--- src/rtl/itb_pkg.sv ---
`timescale 1ns/1ps
package itb_pkg;
  localparam int ADDR_W = 3;

  localparam logic [ADDR_W-1:0] RA_TB_LO  = 3'd0;
  localparam logic [ADDR_W-1:0] RA_TB_HI  = 3'd1;
  localparam logic [ADDR_W-1:0] RA_COUNT  = 3'd2;
  localparam logic [ADDR_W-1:0] RA_CTRL   = 3'd3;
  localparam logic [ADDR_W-1:0] RA_STATUS = 3'd4;

  localparam int CTRL_W = 3;

  typedef struct packed {
    logic ext_src;   // bit 2
    logic irq_en;    // bit 1
    logic auto_rl;   // bit 0
  } ctrl_t;
endpackage

--- src/rtl/itb_tick_gen.sv ---
`timescale 1ns/1ps
module itb_tick_gen #(
  parameter int SYNC_STAGES = 2
) (
  input  logic clk,
  input  logic rst_n,
  input  logic ext_clk_in,
  input  logic use_ext,
  output logic ext_edge,
  output logic tick
);
  localparam int CHAIN_W = SYNC_STAGES + 1;

  logic [CHAIN_W-1:0] chain_q;

  always_ff @(posedge clk or negedge rst_n) begin
    if (!rst_n) chain_q <= '0;
    else        chain_q <= {chain_q[CHAIN_W-2:0], ext_clk_in};
  end

  // newest synchronized level high, previous level low
  assign ext_edge = chain_q[SYNC_STAGES-1] & ~chain_q[SYNC_STAGES];
  assign tick     = use_ext ? ext_edge : 1'b1;
endmodule

--- src/rtl/itb_time_base.sv ---
`timescale 1ns/1ps
module itb_time_base #(
  parameter int HALF_W = 32
) (
  input  logic              clk,
  input  logic              rst_n,
  input  logic              tick,
  input  logic              wr_lo,
  input  logic              wr_hi,
  input  logic [HALF_W-1:0] wdata,
  output logic [2*HALF_W-1:0] tb
);
  localparam int TB_W = 2 * HALF_W;

  function automatic logic [TB_W-1:0] tb_next(
    input logic [TB_W-1:0]   cur,
    input logic              adv,
    input logic              lo,
    input logic              hi,
    input logic [HALF_W-1:0] d
  );
    logic [TB_W-1:0] r;
    r = cur;
    if (lo)       r[HALF_W-1:0]    = d;
    else if (hi)  r[TB_W-1:HALF_W] = d;
    else if (adv) r = cur + TB_W'(1);
    return r;
  endfunction

  logic [TB_W-1:0] tb_q;

  always_ff @(posedge clk or negedge rst_n) begin
    if (!rst_n) tb_q <= '0;
    else        tb_q <= tb_next(tb_q, tick, wr_lo, wr_hi, wdata);
  end

  assign tb = tb_q;
endmodule

--- src/rtl/itb_interval.sv ---
`timescale 1ns/1ps
module itb_interval #(
  parameter int CNT_W = 32
) (
  input  logic             clk,
  input  logic             rst_n,
  input  logic             tick,
  input  logic             load,
  input  logic [CNT_W-1:0] load_val,
  input  logic             auto_reload,
  output logic [CNT_W-1:0] count,
  output logic [CNT_W-1:0] reload,
  output logic             expire
);
  localparam logic [CNT_W-1:0] ONE = CNT_W'(1);

  // returns {expire, next count}
  function automatic logic [CNT_W:0] cnt_step(
    input logic [CNT_W-1:0] cur,
    input logic             adv,
    input logic             auto_en,
    input logic [CNT_W-1:0] rel
  );
    logic [CNT_W:0] r;
    r = {1'b0, cur};
    if (adv && cur == ONE)     r = {1'b1, (auto_en ? rel : '0)};
    else if (adv && cur > ONE) r = {1'b0, cur - ONE};
    return r;
  endfunction

  logic [CNT_W-1:0] count_q, reload_q, step_val;
  logic             step_exp;

  always_comb begin
    {step_exp, step_val} = cnt_step(count_q, tick, auto_reload, reload_q);
  end

  always_ff @(posedge clk or negedge rst_n) begin
    if (!rst_n) begin
      count_q  <= '0;
      reload_q <= '0;
    end else if (load) begin
      count_q  <= load_val;
      reload_q <= load_val;
    end else begin
      count_q  <= step_val;
    end
  end

  assign count  = count_q;
  assign reload = reload_q;
  assign expire = step_exp & ~load;
endmodule

--- src/rtl/interval_timebase.sv ---
`timescale 1ns/1ps
module interval_timebase
  import itb_pkg::*;
#(
  parameter int DATA_W      = 32,
  parameter int SYNC_STAGES = 2
) (
  input  logic              clk,
  input  logic              rst_n,
  input  logic              ext_tclk,
  input  logic              reg_wr,
  input  logic [ADDR_W-1:0] reg_addr,
  input  logic [DATA_W-1:0] reg_wdata,
  output logic [DATA_W-1:0] reg_rdata,
  output logic              irq
);
  localparam int TB_W  = 2 * DATA_W;
  localparam int CNT_W = DATA_W;

  // named internal events
  logic             tick, ext_edge;
  logic             wr_tb_lo, wr_tb_hi, tb_wr, wr_count, wr_ctrl, clr_req;
  logic             expire;
  logic [TB_W-1:0]  tb;
  logic [CNT_W-1:0] count, reload;
  ctrl_t            ctrl_q;
  logic             status_q;

  assign wr_tb_lo = reg_wr && reg_addr == RA_TB_LO;
  assign wr_tb_hi = reg_wr && reg_addr == RA_TB_HI;
  assign tb_wr    = wr_tb_lo | wr_tb_hi;
  assign wr_count = reg_wr && reg_addr == RA_COUNT;
  assign wr_ctrl  = reg_wr && reg_addr == RA_CTRL;
  assign clr_req  = reg_wr && reg_addr == RA_STATUS && reg_wdata[0];

  itb_tick_gen #(.SYNC_STAGES(SYNC_STAGES)) u_tick (
    .clk        (clk),
    .rst_n      (rst_n),
    .ext_clk_in (ext_tclk),
    .use_ext    (ctrl_q.ext_src),
    .ext_edge   (ext_edge),
    .tick       (tick)
  );

  itb_time_base #(.HALF_W(DATA_W)) u_tb (
    .clk   (clk),
    .rst_n (rst_n),
    .tick  (tick),
    .wr_lo (wr_tb_lo),
    .wr_hi (wr_tb_hi),
    .wdata (reg_wdata),
    .tb    (tb)
  );

  itb_interval #(.CNT_W(CNT_W)) u_int (
    .clk         (clk),
    .rst_n       (rst_n),
    .tick        (tick),
    .load        (wr_count),
    .load_val    (reg_wdata),
    .auto_reload (ctrl_q.auto_rl),
    .count       (count),
    .reload      (reload),
    .expire      (expire)
  );

  always_ff @(posedge clk or negedge rst_n) begin
    if (!rst_n) begin
      ctrl_q   <= '0;
      status_q <= 1'b0;
    end else begin
      if (wr_ctrl) ctrl_q <= ctrl_t'(reg_wdata[CTRL_W-1:0]);
      if (expire)       status_q <= 1'b1;
      else if (clr_req) status_q <= 1'b0;
    end
  end

  always_comb begin
    case (reg_addr)
      RA_TB_LO:  reg_rdata = tb[DATA_W-1:0];
      RA_TB_HI:  reg_rdata = tb[TB_W-1:DATA_W];
      RA_COUNT:  reg_rdata = count;
      RA_CTRL:   reg_rdata = {{(DATA_W-CTRL_W){1'b0}}, ctrl_q};
      RA_STATUS: reg_rdata = {{(DATA_W-1){1'b0}}, status_q};
      default:   reg_rdata = '0;
    endcase
  end

  assign irq = status_q & ctrl_q.irq_en;
endmodule

--- config.mk ---
export PLATFORM = sky130hd
export DESIGN_NAME = interval_timebase
export DESIGN_NICKNAME = d
export VERILOG_FILES = /design/src/rtl/itb_pkg.sv /design/src/rtl/itb_tick_gen.sv /design/src/rtl/itb_time_base.sv /design/src/rtl/itb_interval.sv /design/src/rtl/interval_timebase.sv
export SDC_FILE = /design/constraint.sdc
export NUM_CORES = 1
export LEC_CHECK = 0
export BUFFER_PORTS_ARGS = -buffer_cell sky130_fd_sc_hd__buf_4
export CORE_MARGIN = 10
export CORE_UTILIZATION = 45
export CTS_BUF_LIST = sky130_fd_sc_hd__clkbuf_8
export DETAILED_ROUTE_END_ITERATION = 8
export GPL_TIMING_DRIVEN = 0
export HOLD_SLACK_MARGIN = 0.15
export PLACE_DENSITY_LB_ADDON = 0.2
export SLEW_MARGIN = 40
export SYNTH_ARGS = -nofsm -noshare
export SYNTH_HDL_FRONTEND = slang
export SYNTH_HIERARCHICAL = 1
export SYNTH_SLANG_ARGS = --single-unit
export TNS_END_PERCENT = 1
--- constraint.sdc ---
create_clock -name clk -period 4.7 [get_ports clk]
set_clock_uncertainty 0.05 [all_clocks]
set_input_delay 0.47 -clock clk [delete_from_list [all_inputs] [get_ports clk]]
set_output_delay 0.47 -clock clk [all_outputs]
set_load 0.005 [all_outputs]
==> metrics.txt <==
min Tclk post-route between 3 and 4 ns; met3 GRT Util under 10%; DRC 0; vias between 9000 and 10000; largest fanout on the critical path 10; initial antenna violation count 0; Post-Route WL approximately 37 mm; core area roughly 0.020 sq mm; total grt overflow 0; Worst setup EP type register; WHS around 0.21 ns; CP max stage cell clkbuf_1; final setup violation count 0; Sink Count between 100 and 150; Syn-to-layout area delta 14.3%; Final Wtd Congestion a little over 1; Max Fclk 275 MHz; ANT nets after route 0; ranking of synthesized cells by area dfrtp_1 36%, nand2_1 5.2%, o21ai_0 4.0%; clk root buf clkbuf_8; die width ~160 um; H-Tree Depth 4; post-synthesis sequential area ratio a little over a third; unrepaired setup endpoints after global routing no; Synth Instances 1070; Critical Path RT just over 5 ns; Worst Setup Start Kind input pin; Slowest Stage Delay on Critical Path around 0.66 ns; post-synth top area share a little over a third; YS warnings 6; Cell Pwr Density about 390 mW/mm^2; Arrival @ worst endpoint ~4.0 ns; max cap viols 0; initial core utilization a little under half; Final Net Count 1205; Fill cells approximately 2000; P_leak roughly 4.1 nW; Final Max Tran Viols 0; setup_tns 0 ns; busiest grt layer met2; Final Hold Viols 0; Peak VDD IR roughly 0.20 mV; syn avg cell area 8.71 sq um; share of cells above drive strength 1 between 10% and 20%; largest net degree at the start of global routing 63; CTS tree built; Top Ports 72; n_diodes 0; period utilisation layout a little under 80%; Syn Nets 1112; Main synth FF type dfrtp_1; post_cts resized 0; Synth top cells by count 135 x dfrtp_1, 130 x nand2_1, 74 x o21ai_0, 52 x nor2_1, 48 x clkbuf_1; Reg area around 0.0034 sq mm; number of synthesized flops with an enable pin 0; most frequent cell after synthesis dfrtp_1; wire per inst 25.4 um; worst path cell trace buf_4, buf_4, clkbuf_1, nand2_1, nor2_1, clkbuf_1, inv_1, clkbuf_1, clkbuf_1, clkbuf_1, o22ai_1, a21oi_1; Mapped Area a little over 0.009 sq mm; die area between 0.02 and 0.03 sq mm; worst slew pin tran 0.841 ns; first-pass detailed-route iteration total 6; CTS Buffer Depth 2; cell mode on critical path clkbuf_1; vias per cell 6.60; first-pass GRT wire length 55.4 mm; Port Buffer Count 70; Rows 52; Distinct cells, synth 88; Seq cells post-synth about 140; vias in the first global route 9086; clock latency on the worst-skew pair 0.47 ns; Async S/R FF share, synth 100%; Starting DRT DRC Count between 1000 and 1500; Slew headroom 43.5%; outcome finished clean; total CTS buffers 17; Worst-path clk slew around 0.090 ns; GR Layer Usage met2 roughly two fifths; CP delay by family, top buffers and inverters; CP Class input pin to register; overall die height roughly 160 um; final core occ 52.5%; placed instance count roughly 1400; worst path bufs/invs 8; GR Util All Layers a little over a quarter; Yosys top cell by area dfrtp_1; multi-input logic area approximately 0.0055 sq mm; hpwl dp about 28 mm; HP Class input pin to register; M1 GR Usage 37.4%; Finished Layout Cells 1446
[layer usage]
layer	vias to the layer above	routed length, um
met4	0	1510
met5	-	0
met3	104	4130
met1	4579	15400
li1	4220	-
met2	646	15600
[stage by stage]
step	power [W]	worst slack, ns	instance area [sq um]
CTS	0.00409	1.43	10700
global route	0.00434	1.05	10700
finish	0.00413	1.06	10700
floorplan	0.00262	2.23	9320
global placement	0.00312	0.883	10200
detailed placement	0.00315	0.925	10300
[sequential cells by signal (all words and copies together), names as in the netlist]
signal / count
ctrl_q: 3
u_int/count: 32
u_tick/chain_q: 3
u_tb/tb: 64
u_int/reload: 32
status_q: 1
[tightest hold or removal path: stages]
cell and delay, ns:
buf_4 0.12, nand2_1 0.05, o21ai_0 0.06
[power by group]
| group | internal [W] | switching [W] |
|---|---|---|
| sequential | 0.00144 | 0.000427 |
| clock | 0.000417 | 0.000525 |
| combinational | 0.000560 | 0.000757 |
[path summary, 6_finish.rpt]
check                                  startpoint                 to  slack, ns  depth (start not counted)
min in group asynchronous                   rst_n        u_tb/tb[57]       0.35                          2
worst min register to register  u_tick/chain_q[0]  u_tick/chain_q[1]       0.30                          0
worst min-delay path                reg_wdata[14]        u_tb/tb[14]       0.21                          3
worst max-delay path                  reg_addr[0]        u_tb/tb[45]       1.06                         12
worst max register to register     u_int/count[0]     u_int/count[7]       1.33                          9
max in group asynchronous                   rst_n    u_int/count[14]       3.68                          3
[what timing repair did]
action                                  4_1_cts  5_1_grt
hold buffers                                  2        0
hold endpoints to repair                    136        0
endpoints found under the setup margin        0        0
setup buffers                                 0        0
[cell families (layout without fill, tap and decap cells)]
| group | after synthesis | after routing | synth area share [%] |
|---|---|---|---|
| AO/OA/AOI/OAI | 259 | 259 | 18.9 |
| XOR/XNOR | 31 | 31 | 2.91 |
| adder cells (fa/ha/maj) | 3 | 3 | 0.403 |
| buffers and inverters | 92 | 198 | 4.68 |
| flip-flops | 135 | 135 | 36.2 |
| multiplexers | 60 | 60 | 7.03 |
| AND/OR/NAND/NOR | 490 | 490 | 29.8 |
[area by class of cell]
cell class                      instances  area share, %
Inverter                               24          0.845
Multi-Input combinational cell        843           51.9
Clock inverter                         15           1.22
Sequential cell                       135           31.7
Timing Repair Buffer                   74           5.71
Buffer                                 68           3.25
Tap cell                              270           3.17
Clock buffer                           17           2.20
[placed cells by master (no fill, tap or decap), drive strengths merged, types with 11 or more instances in the layout]
cell type,n
xor2,21
nor3,43
o21ai,77
nand3,47
a21oi,57
nor4,34
nor2,55
mux2,24
and3,24
buf,92
dfrtp,135
clkbuf,65
nand2,130
or2,34
nand4,48
or4,12
and2,11
mux2i,34
inv,26
or3,14
and4,14
Note: power is estimated with default switching activity, not from simulation.
